===== config.mk =====
export PLATFORM = sky130hd
export DESIGN_NAME = accum_alu
export DESIGN_NICKNAME = d
export VERILOG_FILES = /design/src/rtl/accalu_pkg.sv /design/src/rtl/accalu_ctrl.sv /design/src/rtl/accalu_dp.sv /design/src/rtl/accum_alu.sv
export SDC_FILE = /design/constraint.sdc
export NUM_CORES = 1
export LEC_CHECK = 0
export ABC_AREA = 1
export BUFFER_PORTS_ARGS = -buffer_cell sky130_fd_sc_hd__buf_2
export CAP_MARGIN = 20
export CORE_ASPECT_RATIO = 2
export CORE_MARGIN = 4
export CORE_UTILIZATION = 45
export DETAILED_ROUTE_END_ITERATION = 8
export GPL_TIMING_DRIVEN = 0
export PLACE_DENSITY_LB_ADDON = 0.15
export SYNTH_ARGS = -nofsm -noshare
export SYNTH_HDL_FRONTEND = slang
export SYNTH_HIERARCHICAL = 1
export SYNTH_SLANG_ARGS = --single-unit

===== constraint.sdc =====
create_clock -name vclk -period 4
set_input_delay 0.8 -clock vclk [all_inputs]
set_output_delay 0.8 -clock vclk [all_outputs]
set_load 0.01 [all_outputs]

===== src/rtl/accalu_pkg.sv =====
package accalu_pkg;

  localparam int FLAG_Z = 3;
  localparam int FLAG_C = 2;
  localparam int FLAG_S = 1;
  localparam int FLAG_O = 0;
  localparam int NUM_FLAGS = 4;

  typedef enum logic [1:0] {
    GRP_ARITH = 2'd0,
    GRP_LOGIC = 2'd1,
    GRP_SHIFT = 2'd2,
    GRP_PASS  = 2'd3
  } grp_e;

  typedef enum logic [1:0] {
    XSEL_A    = 2'd0,
    XSEL_B    = 2'd1,
    XSEL_ZERO = 2'd2
  } xsel_e;

  typedef enum logic [1:0] {
    YSEL_B   = 2'd0,
    YSEL_A   = 2'd1,
    YSEL_ONE = 2'd2
  } ysel_e;

  typedef enum logic [1:0] {
    LOP_AND = 2'd0,
    LOP_OR  = 2'd1,
    LOP_XOR = 2'd2
  } lop_e;

  typedef struct packed {
    logic  active;
    grp_e  grp;
    xsel_e addX;
    ysel_e addY;
    logic  invY;
    lop_e  logicOp;
    logic  passB;
    logic  shRot;
    logic  shRight;
    logic  shArith;
    logic  updZ;
    logic  updC;
    logic  updS;
    logic  updO;
  } strobe_t;

endpackage


===== src/rtl/accalu_ctrl.sv =====
module accalu_ctrl
  import accalu_pkg::*;
(
  input  logic       enable,
  input  logic [3:0] mode,
  input  logic       cntZero,
  output strobe_t    st
);

  always_comb begin
    st = '0;
    st.active = enable;
    unique case (mode)
      4'h0: begin st.grp = GRP_ARITH; st.addX = XSEL_A; st.addY = YSEL_B; end
      4'h1: begin st.grp = GRP_ARITH; st.addX = XSEL_A; st.addY = YSEL_B; st.invY = 1'b1; end
      4'h2: begin st.grp = GRP_PASS; st.passB = 1'b0; end
      4'h3: begin st.grp = GRP_PASS; st.passB = 1'b1; end
      4'h4: begin st.grp = GRP_LOGIC; st.logicOp = LOP_AND; end
      4'h5: begin st.grp = GRP_LOGIC; st.logicOp = LOP_OR; end
      4'h6: begin st.grp = GRP_LOGIC; st.logicOp = LOP_XOR; end
      4'h7: begin st.grp = GRP_ARITH; st.addX = XSEL_B; st.addY = YSEL_A; st.invY = 1'b1; end
      4'h8: begin st.grp = GRP_ARITH; st.addX = XSEL_B; st.addY = YSEL_ONE; end
      4'h9: begin st.grp = GRP_ARITH; st.addX = XSEL_B; st.addY = YSEL_ONE; st.invY = 1'b1; end
      4'hA: begin st.grp = GRP_SHIFT; st.shRot = 1'b1; end
      4'hB: begin st.grp = GRP_SHIFT; st.shRot = 1'b1; st.shRight = 1'b1; end
      4'hC: begin st.grp = GRP_SHIFT; end
      4'hD: begin st.grp = GRP_SHIFT; st.shRight = 1'b1; end
      4'hE: begin st.grp = GRP_SHIFT; st.shRight = 1'b1; st.shArith = 1'b1; end
      4'hF: begin st.grp = GRP_ARITH; st.addX = XSEL_ZERO; st.addY = YSEL_B; st.invY = 1'b1; end
      default: st.grp = GRP_PASS;
    endcase

    // Flag-update subsets per group
    unique case (st.grp)
      GRP_ARITH: begin st.updZ = 1'b1; st.updC = 1'b1; st.updS = 1'b1; st.updO = 1'b1; end
      GRP_LOGIC: st.updZ = 1'b1;
      GRP_SHIFT: if (!st.shRot) begin
                   st.updZ = !cntZero;
                   st.updC = !cntZero;
                   st.updS = st.shArith;
                 end
      default: ;
    endcase

    if (!enable) begin
      st.updZ = 1'b0;
      st.updC = 1'b0;
      st.updS = 1'b0;
      st.updO = 1'b0;
    end
  end

  // Checks on the decoded strobes
  always_comb begin
    if (enable && mode inside {4'h4, 4'h5, 4'h6})
      a_r4_logic_only_z: assert (st.updZ && !st.updC && !st.updS && !st.updO)
        else $error("R4: logic mode updates a flag other than Z");
    if (mode inside {4'hC, 4'hD, 4'hE} && cntZero)
      a_r8_zero_count_hold: assert (!st.updZ && !st.updC)
        else $error("R8: zero-count shift requests a Z/C update");
    if (mode inside {4'h2, 4'h3, 4'hA, 4'hB})
      a_r5_no_flag_modes: assert (!st.updZ && !st.updC && !st.updS && !st.updO)
        else $error("R5: pass/rotate mode requests a flag update");
  end

endmodule


===== src/rtl/accalu_dp.sv =====
module accalu_dp
  import accalu_pkg::*;
#(
  parameter int WIDTH = 8
) (
  input  strobe_t              st,
  input  logic [WIDTH-1:0]     opA,
  input  logic [WIDTH-1:0]     opB,
  input  logic [NUM_FLAGS-1:0] flagsIn,
  output logic [WIDTH-1:0]     result,
  output logic [NUM_FLAGS-1:0] flagsOut
);

  localparam int CNT_W = $clog2(WIDTH);
  localparam int MSB   = WIDTH - 1;

  logic [CNT_W-1:0] cnt;
  logic [WIDTH-1:0] addXv, addYv, yEff, sum;
  logic             addCarry, addOvf;
  logic [WIDTH-1:0] logicRes;
  logic [WIDTH:0]   lsExt, rsExt, asExt;
  logic [2*WIDTH-1:0] rotlExt, rotrExt;
  logic [WIDTH-1:0] shRes;
  logic             shCarry;
  logic [WIDTH-1:0] rawRes;
  logic             rawC;

  assign cnt = opA[CNT_W-1:0];

  // Shared adder: x + (y or ~y) + invY
  always_comb begin
    unique case (st.addX)
      XSEL_B:    addXv = opB;
      XSEL_ZERO: addXv = '0;
      default:   addXv = opA;
    endcase
    unique case (st.addY)
      YSEL_A:   addYv = opA;
      YSEL_ONE: addYv = {{(WIDTH-1){1'b0}}, 1'b1};
      default:  addYv = opB;
    endcase
    yEff = st.invY ? ~addYv : addYv;
    {addCarry, sum} = {1'b0, addXv} + {1'b0, yEff} + {{WIDTH{1'b0}}, st.invY};
    addOvf = (addXv[MSB] == yEff[MSB]) && (sum[MSB] != addXv[MSB]);
  end

  always_comb begin
    unique case (st.logicOp)
      LOP_OR:  logicRes = opA | opB;
      LOP_XOR: logicRes = opA ^ opB;
      default: logicRes = opA & opB;
    endcase
  end

  // Shifter and rotator; the extra bit catches the last bit shifted out
  always_comb begin
    lsExt   = {1'b0, opB} << cnt;
    rsExt   = {opB, 1'b0} >> cnt;
    asExt   = $signed({opB, 1'b0}) >>> cnt;
    rotlExt = {opB, opB} << cnt;
    rotrExt = {opB, opB} >> cnt;
    if (st.shRot) begin
      shRes   = st.shRight ? rotrExt[WIDTH-1:0] : rotlExt[2*WIDTH-1:WIDTH];
      shCarry = 1'b0;
    end else if (!st.shRight) begin
      shRes   = lsExt[WIDTH-1:0];
      shCarry = lsExt[WIDTH];
    end else if (st.shArith) begin
      shRes   = asExt[WIDTH:1];
      shCarry = asExt[0];
    end else begin
      shRes   = rsExt[WIDTH:1];
      shCarry = rsExt[0];
    end
  end

  always_comb begin
    unique case (st.grp)
      GRP_ARITH: begin rawRes = sum;      rawC = addCarry; end
      GRP_LOGIC: begin rawRes = logicRes; rawC = 1'b0;     end
      GRP_SHIFT: begin rawRes = shRes;    rawC = shCarry;  end
      default:   begin rawRes = st.passB ? opB : opA; rawC = 1'b0; end
    endcase
    result = st.active ? rawRes : '0;
    flagsOut[FLAG_Z] = st.updZ ? (rawRes == '0) : flagsIn[FLAG_Z];
    flagsOut[FLAG_C] = st.updC ? rawC           : flagsIn[FLAG_C];
    flagsOut[FLAG_S] = st.updS ? rawRes[MSB]    : flagsIn[FLAG_S];
    flagsOut[FLAG_O] = st.updO ? addOvf         : flagsIn[FLAG_O];
  end

  // Checks between decoded strobes and produced outputs
  always_comb begin
    if (!st.active)
      a_r10_idle_passthrough: assert (result == '0 && flagsOut == flagsIn)
        else $error("R10: disabled ALU altered result or flags");
    if (st.updZ)
      a_r9_zero_tracks_result: assert (flagsOut[FLAG_Z] == (result == '0))
        else $error("R9: Z disagrees with result");
    if (st.updS)
      a_r9_sign_tracks_result: assert (flagsOut[FLAG_S] == result[MSB])
        else $error("R9: S disagrees with result MSB");
    if (!st.updO)
      a_r4_o_kept: assert (flagsOut[FLAG_O] == flagsIn[FLAG_O])
        else $error("R4: O changed without update strobe");
  end

endmodule


===== src/rtl/accum_alu.sv =====
module accum_alu
  import accalu_pkg::*;
#(
  parameter int WIDTH = 8
) (
  input  logic             enable,
  input  logic [3:0]       mode,
  input  logic [WIDTH-1:0] opA,
  input  logic [WIDTH-1:0] opB,
  input  logic [3:0]       flagsIn,
  output logic [WIDTH-1:0] result,
  output logic [3:0]       flagsOut
);

  localparam int CNT_W = $clog2(WIDTH);

  strobe_t st;
  logic    cntZero;

  assign cntZero = (opA[CNT_W-1:0] == '0);

  accalu_ctrl u_ctrl (
    .enable  (enable),
    .mode    (mode),
    .cntZero (cntZero),
    .st      (st)
  );

  accalu_dp #(.WIDTH(WIDTH)) u_dp (
    .st       (st),
    .opA      (opA),
    .opB      (opB),
    .flagsIn  (flagsIn),
    .result   (result),
    .flagsOut (flagsOut)
  );

endmodule


==> summary.txt, run 1 <==
Timing
  – Final Setup Violations: 8
  – Final Hold Viols: 0
  – Final min period: 4.401 ns
  – Pins Over Slew Limit: 0
  – FMAX: 0.2272 GHz
  – Setup ws final: -0.4009 ns
  – Fin crit share: 1.100
  – RSZ-0062 raised after global routing: true
  – Max_slew headroom: 0.5569
  – Worst-margin pin slew: 0.6596 ns

Logic synthesis
  – Syn Nets: 549
  – Cell taking the most area after synthesis: nand2_1
  – Netlist cell types: 40
  – Post-synthesis cell area: 2601 sq um
  – Syn Area/Cell: 5.266 sq um
  – Top cell type's share of synthesized area: 0.1833
  – Top-count cell post-synth: nand2_1
  – Synth top area cells: nand2_1 18%, ha_1 14%, nand3_1 12%
  – Top cells by count, synth: 127 x nand2_1, 75 x inv_1, 64 x nand3_1
  – Ys Warns: 6
  – Sequential cell area fraction in the yosys report: 0
  – Synth Instances: 494

Routing
  – Met1 wire length: 3579 um
  – Max layer used: met4
  – Drt total wl: 10,720 um
  – Final routed wire length divided by cell count: 17.66 um
  – DR iter-0 viols: 179
  – WL met2: 6070 um
  – Metal3 WL: 269 um
  – DR vias: 3,503
  – DR pass1 iterations: 5
  – Number of remaining DRC errors: 0
  – Via density: 5.771
  – Final ANT Viol Nets: 0

Finish
  – Reg area: 0 sq um
  – Ant. Diodes: 0
  – Final std cells w/o fill: 607
  – Sequential cell count: 0
  – Final nets: 603
  – Fillers: 587
  – Layout cells sized above 1: 0.2546
  – Area delta synth->final: 26.50%
  – Final-layout clock buffer total: 0

GRT
  – GRT Total Usage: 0.3123
  – Largest net degree at the start of global routing: 12
  – First-pass GRT wire length: 16,750 um
  – Vias in the first global route: 3,512
  – Total grt overflow: 0
  – Initial antenna violation count: 0

Status
  – Run status: finished, violations left
  – Failing checks: setup timing

Place
  – Routability Congestion: 0.9851
  – I/O Buffers: 37
  – Post-detail-place hpwl: 8771 um
  – Post-Place Cells: 592

Floorplanning
  – Std-Cell Rows: 39
  – Die Span Y: 115.5 um
  – Core box area: 5660 sq um
  – Die ar.: 7135 sq um
  – Die Width: 61.76 um
  – Io pins: 37
  – Starting Density: 0.4595

Power and ir drop
  – Static Leak: 0.001807 uW
  – PD cells: 174.5 nW/um^2
  – Total chip power: 574.3 uW
  – Peak VDD IR: 0.1755 mV

Critical path
  – Setup CP Type: input port to output pin
  – Worst setup SP type: input port
  – Arrival time worst endpoint: 3.60 ns
  – CP max FO: 8
  – Required @ worst endpoint: 3.20 ns
  – Critical path capture point type: output pin

Hold path
  – Hold crit path type: input port to output pin

Run
  – # Max-Cap Violations: 0
-- final timing paths --
kind / to / from / cells after the start
setup / recovery: flagsOut[3] / mode[3] / 22
hold / removal: flagsOut[3] / flagsIn[3] / 4
-- worst max-delay path, cell delays in order --
cell	delay, ns
buf_12	0.11
inv_6	0.05
nand2_4	0.06
nor2_4	0.10
inv_2	0.05
ha_4	0.30
inv_8	0.06
nand2_8	0.09
o22ai_2	0.07
xor2_1	0.15
ha_1	0.36
a21o_1	0.22
a21boi_2	0.13
o21ai_2	0.08
buf_4	0.13
or2_1	0.21
nand3_2	0.07
nand4_1	0.10
nor2_1	0.15
nand3_2	0.09
nand2_2	0.07
buf_6	0.09
-- routing by layer --
metal / vias up / global-route usage
met5: - / 0
met2: 114 / 0.6116
met4: 0 / 0.1813
met3: 54 / 0.02118
met1: 1601 / 0.2891
li1: 1734 / -
-- final cells by class --
type,instances,area (sq um),area share
Buffer,15,93.84,0.02852
Inverter,80,317.8,0.09658
Multi-Input combinational cell,398,2441,0.7418
Tap cell,61,76.32,0.02319
Timing Repair Buffer,53,361.6,0.1099
-- per-stage QoR --
stage                     area (sq um)  hold slack, ns  utilization  setup TNS, ns  worst slack, ns
after global placement            2917           1.898       0.5153         -3.993          -0.7059
after global routing              3291           1.919       0.5813         -3.321          -0.5758
after floorplan                   2655           1.720            -              0          0.04328
after detailed placement          2917           1.901       0.5153         -4.314          -0.7382
final                             3291           1.887       0.5813         -1.796          -0.4009
after CTS                         3237           1.879       0.5718         -1.520          -0.3395
-- cells by family after synthesis --
family	Yosys count	share of synthesized area
buffers and inverters	96	0.1491
AND/OR/NAND/NOR	267	0.4651
XOR/XNOR	7	0.02357
adder cells (fa/ha/maj)	30	0.1472
AO/OA/AOI/OAI	94	0.2150
-- power by group --
part	leakage [uW]	internal, uW	switching, uW
sequential	0	0	0
combinational	0.00181	223	352
clock	0	0	0
-- cells in the final DEF, fill, tap and decap left out, types with 3 or more instances in the layout --
cell type	instances
a21oi_1	22
a21oi_2	5
buf_2	39
buf_4	17
buf_6	4
clkbuf_1	3
ha_1	26
ha_4	3
inv_1	66
inv_2	9
nand2_1	119
nand2_2	17
nand2_4	8
nand3_1	57
nand3_2	8
nand4_1	7
nor2_1	33
nor2_4	3
nor3_1	6
o211ai_1	12
o21ai_0	24
o21ai_1	9
o21ai_2	4
o22ai_1	4
o22ai_2	4
xor2_1	6
-- what timing repair did --
action                     in CTS  in global routing
resized for setup              57                 12
buffers inserted               14                  1
setup endpoints to repair      11                 11
pin swaps                      23                 13
cloned                          1                  0
hold buffers                    0                  0
(Power assumes the default switching activity.)
==> run 2: changes to the inputs <==
--- a/config.mk
+++ b/config.mk
@@ -14,6 +14,7 @@
 export DETAILED_ROUTE_END_ITERATION = 8
 export GPL_TIMING_DRIVEN = 0
 export PLACE_DENSITY_LB_ADDON = 0.15
+export SETUP_SLACK_MARGIN = 0.4
 export SYNTH_ARGS = -nofsm -noshare
 export SYNTH_HDL_FRONTEND = slang
 export SYNTH_HIERARCHICAL = 1
==> constraint.sdc (replaced) <==
create_clock -name vclk -period 4.9
set_input_delay 0.98 -clock vclk [all_inputs]
set_output_delay 0.98 -clock vclk [all_outputs]
set_load 0.01 [all_outputs]
==> run 2 against run 1 <==
Against the previous run: the flow now finishes without violations; highest routed layer unchanged; non-clock buffer count is 6 higher; combinational power shrank 16%; via count increased by 1.0%; first-iteration DRC count rose by 36%; global-route usage increased by 0.086 points; count of clock-buffer cells in the layout unchanged; die area is the same; cell count rose by 0.99%; design area is 3.1% higher; core utilization up 1.8 points.
==> summary.txt, run 2 (same netlist as run 1, synthesis figures left out) <==
Timing
  – Final Setup Violations: 0
  – FMAX: 0.2096 GHz
  – Max_slew headroom: 0.5235
  – Worst-margin pin slew: 0.7092 ns
  – Pins Over Slew Limit: 0
  – Fin crit share: 0.9737
  – RSZ-0062 raised after global routing: true
  – Final min period: 4.771 ns
  – Final Hold Viols: 0

Clock network
  – Hold Buf Count CTS: 0

Run
  – # Max-Cap Violations: 0

Critical path
  – Critical Path Slowest Stage Cell: ha_1
  – Setup CP Type: input port to output pin
  – CP max FO: 6
  – Crit-path cells: buf_6 > inv_4 > nand2_4 > nor2_4 > ha_4 > inv_8 > nand2_8 > o22ai_2 > xor2_1 > ha_1 > a21oi_2 > nand2_1 > o21ai_1 > o21ai_1 > inv_1 > nand3_2 > nor2_1 > nand3_1 > nor2_1 > nand3_2 > nand2_1 > buf_2
  – Arrival time worst endpoint: 3.79 ns
  – Worst setup SP type: input port
  – Required @ worst endpoint: 3.92 ns
  – Critical path capture point type: output pin
  – Crit-path max cell delay: 0.30 ns

GRT
  – Largest net degree at the start of global routing: 12
  – First-pass GRT wire length: 16,660 um
  – Vias in the first global route: 3,346
  – Initial antenna violation count: 0
  – GRT Total Usage: 0.3132
  – Total grt overflow: 0

Finish
  – Reg area: 0 sq um
  – Final nets: 609
  – Fillers: 582
  – Final-layout clock buffer total: 0
  – Most frequent cells in the layout: 122 x nand2_1, 67 x inv_1, 58 x nand3_1, 39 x buf_2, 30 x nor2_1
  – Sequential cell count: 0
  – Final Cell Area: 3393 sq um
  – Layout cells sized above 1: 0.2645
  – Area delta synth->final: 30.45%
  – Multi-input gate area in the final layout: 2481 sq um
  – Final std cells w/o fill: 613
  – Most common cell after layout, fill and taps aside: nand2_1
  – Ant. Diodes: 0

Routing
  – Drt total wl: 11,380 um
  – Via density: 5.772
  – DR iter-0 viols: 243
  – DR pass1 iterations: 5
  – Final routed wire length divided by cell count: 18.57 um
  – Number of remaining DRC errors: 0
  – Final ANT Viol Nets: 0
  – DR vias: 3,538

Power and ir drop
  – Static Leak: 0.001839 uW
  – Peak VDD IR: 0.1054 mV
  – PD cells: 141.3 nW/um^2

Floorplanning
  – Starting Density: 0.4595
  – Die Width: 61.76 um
  – Core box area: 5660 sq um
  – Std-Cell Rows: 39
  – Die ar.: 7135 sq um
  – Io pins: 37
  – Die Span Y: 115.5 um

Place
  – Area of placed instances: 2865 sq um
  – Post-detail-place hpwl: 8928 um
  – I/O Buffers: 37
  – Post-Place Cells: 592
  – Routability Congestion: 1.044

Status
  – Run status: completed

Hold path
  – Hold crit path type: input port to output pin
==> run 2: cell count changes in the layout (fill, tap and decap cells not counted), sizes merged <==
cell,previous run,this run
buf,63,70
clkbuf,5,4
clkinv,1,2
inv,79,78
==> run 2: area by class of cell <==
| class | count | share of cell area |
|---|---|---|
| multi-input cells | 398 | 0.7312 |
| repair buffers | 58 | 0.1195 |
| inverters | 80 | 0.09661 |
| plain buffers | 16 | 0.03024 |
| well taps | 61 | 0.02249 |
==> run 2: worst max-delay path: cells and delay by family <==
family                     cells  cell delay [ns]
and+or+nand+nor               10             1.05
adders and majority gates      2             0.55
AOI/OAI and AO/OA              4             0.54
buffers and inverters          5             0.49
xor gates and xnor gates       1             0.17
==> run 2: worst paths after layout <==
check             startpoint     endpoint  slack, ns  cells after the start
setup / recovery     mode[2]  flagsOut[3]       0.13                     22
hold / removal    flagsIn[3]  flagsOut[3]       2.23                      4
==> run 2: per-stage QoR <==
step	power [uW]	utilization	setup TNS (ns)	hold slack, ns	setup WS, ns
5_1_grt	520.6	0.5995	-0.008639	2.262	-0.006458
6_report	479.5	0.5995	0	2.235	0.1291
4_1_cts	429.5	0.5683	0	2.242	0.2108
3_5_place_dp	374.7	0.5062	-2.536	2.250	-0.4449
2_1_floorplan	257.4	-	0	2.082	0.3906
3_3_place_gp	371.5	0.5062	-1.967	2.245	-0.3813
==> run 2: what timing repair did <==
action | 4_1_cts | 5_1_grt
setup endpoints to repair | 11 | 11
resized for setup | 59 | 35
endpoints found under the hold margin | 0 | 0
cloned | 0 | 0
buffers inserted | 17 | 4
pin swaps | 26 | 31
==> run 2: routing by layer <==
layer | routed length, um | part of all wire | global-route usage
met1 | 3830 | 0.34 | 0.2964
met2 | 6171 | 0.54 | 0.5822
met3 | 349 | 0.031 | 0.01338
met4 | 1031 | 0.091 | 0.2408
met5 | 0 | 0 | 0
==> run 2: power breakdown <==
group	total [uW]	switching, uW	internal, uW
Sequential	0	0	0
Combinational	480	297	183
Clock	0	0	0
Total	480	297	183
==> run 3: changes to the inputs <==
--- a/config.mk
+++ b/config.mk
@@ -12,7 +12,6 @@
 export CORE_MARGIN = 4
 export CORE_UTILIZATION = 45
 export DETAILED_ROUTE_END_ITERATION = 8
-export GPL_TIMING_DRIVEN = 0
 export PLACE_DENSITY_LB_ADDON = 0.15
 export SETUP_SLACK_MARGIN = 0.4
 export SYNTH_ARGS = -nofsm -noshare
==> run 3 against run 2 <==
Against the previous run: die area unchanged; highest routed layer unchanged; largest power group unchanged; maximum frequency grew 1.2%; via count rose by 4.2%; global-route usage up 0.12 points; sequential share of layout area unchanged; sequential cell count unchanged; design area up 5.2%.
==> summary.txt, run 3 (same netlist as run 1, synthesis figures left out) <==
Finish
  – Final Cell Area: 3568 sq um
  – Area delta synth->final: 37.18%
  – Sequential cell count: 0
  – Ant. Diodes: 0
  – Reg area: 0 sq um
  – Multi-input gate area in the final layout: 2507 sq um
  – Most frequent cells in the layout: 118 x nand2_1, 65 x inv_1, 55 x nand3_1, 46 x buf_4, 32 x buf_2
  – Final-layout clock buffer total: 0
  – Layout cells sized above 1: 0.3093
  – Final nets: 626
  – Most common cell after layout, fill and taps aside: nand2_1
  – Post-Route Utilization: 0.6304
  – Fillers: 560
  – Final std cells w/o fill: 630

GRT
  – Initial antenna violation count: 0
  – First-pass GRT wire length: 17,030 um
  – GRT Total Usage: 0.3144
  – Largest net degree at the start of global routing: 26
  – Vias in the first global route: 3,541
  – Total grt overflow: 0

Routing
  – Final routed wire length divided by cell count: 17.77 um
  – Number of remaining DRC errors: 0
  – Drt total wl: 11,200 um
  – Final ANT Viol Nets: 0
  – DR pass1 iterations: 6
  – DR iter-0 viols: 224
  – DR vias: 3,685
  – Via density: 5.849

Hold path
  – Hold crit path type: input port to output pin
  – Hold wc startpoint: flagsIn[3]
  – Hold path depth: 4
  – Min-Delay Endpoint: flagsOut[3]

Critical path
  – Critical path capture point type: output pin
  – Worst setup SP type: input port
  – Setup CP Type: input port to output pin
  – CP max FO: 4
  – Arrival time worst endpoint: 3.73 ns
  – Required @ worst endpoint: 3.92 ns

Power and ir drop
  – Static Leak: 0.001948 uW
  – Total chip power: 530.7 uW
  – PD cells: 148.7 nW/um^2
  – Peak VDD IR: 0.1025 mV

Place
  – Post-Place Cells: 612
  – Routability Congestion: 1.024
  – DP Worst Slack: -0.1432 ns
  – Area of placed instances: 3060 sq um
  – I/O Buffers: 37
  – Post-detail-place hpwl: 8707 um

Floorplanning
  – Starting Density: 0.4595
  – Die ar.: 7135 sq um
  – Io pins: 37
  – Core box area: 5660 sq um
  – Die Span Y: 115.5 um
  – Die Width: 61.76 um
  – Std-Cell Rows: 39

Timing
  – Max_slew headroom: 0.6758
  – Setup ws final: 0.1869 ns
  – Worst-margin pin slew: 0.4845 ns
  – Final Hold Viols: 0
  – FMAX: 0.2122 GHz
  – Final Setup Violations: 0
  – Final min period: 4.713 ns
  – Pins Over Slew Limit: 0
  – Fin crit share: 0.9619
  – RSZ-0062 raised after global routing: true

Run
  – # Max-Cap Violations: 0

Status
  – Run status: completed
[run 3: worst max path at each step]
stage / startpoint / to / slack, ns / cells after the start
after floorplan: mode[3] / flagsOut[1] / 0.39 / 23
after global placement: mode[3] / flagsOut[3] / -0.13 / 24
after detailed placement: mode[3] / flagsOut[3] / -0.14 / 25
after CTS: mode[3] / flagsOut[3] / 0.21 / 24
after global routing: mode[1] / flagsOut[3] / 0.03 / 20
final: mode[3] / flagsOut[3] / 0.19 / 22
[run 3: critical path, cell delays in order]
cell and delay, ns:
buf_8 0.11, clkinv_4 0.05, nand2_4 0.05, nor2_4 0.11, inv_2 0.06, ha_4 0.29, inv_6 0.05, buf_12 0.13
o22ai_4 0.20, xor2_2 0.20, inv_1 0.07, ha_1 0.18, a21o_1 0.18, a21boi_2 0.15, o21ai_2 0.09, or2_1 0.24
nand3_2 0.08, nand4_1 0.13, nor2_1 0.14, nand3_1 0.08, nand2_1 0.06, buf_2 0.12
[run 3: per-stage QoR]
step           TNS [ns]  hold slack, ns
2_1_floorplan         0           2.082
3_3_place_gp    -0.1419           2.247
3_5_place_dp    -0.2758           2.248
4_1_cts               0           2.241
5_1_grt               0           2.263
6_report              0           2.246
[run 3: layout make-up]
class | instances | area share
inverter | 80 | 0.08836
timing repair buffer | 90 | 0.1855
timing repair inverter | 1 | 0.002104
tap | 61 | 0.02139
multi-input combinational | 398 | 0.7027
[run 3: power by group]
group | switching [uW] | total [uW] | leakage [uW] | internal, uW
registers | 0 | 0 | 0 | 0
clock network | 0 | 0 | 0 | 0
logic | 307 | 531 | 0.00195 | 223
total | 307 | 531 | 0.00195 | 223
[run 3: timing repair]
action | in CTS | in global routing
setup buffers | 11 | 6
setup endpoints to repair | 11 | 11
gates resized for setup | 48 | 54
pin swaps | 23 | 39
hold buffers | 0 | 0
cloned | 1 | 0
[run 3: routing by layer]
| layer | global-route usage | part of all wire | up-vias |
|---|---|---|---|
| li1 | - | - | 1778 |
| met1 | 0.3183 | 0.34 | 1668 |
| met2 | 0.5738 | 0.53 | 177 |
| met3 | 0.01338 | 0.046 | 62 |
| met4 | 0.2195 | 0.086 | 0 |
| met5 | 0 | 0 | - |
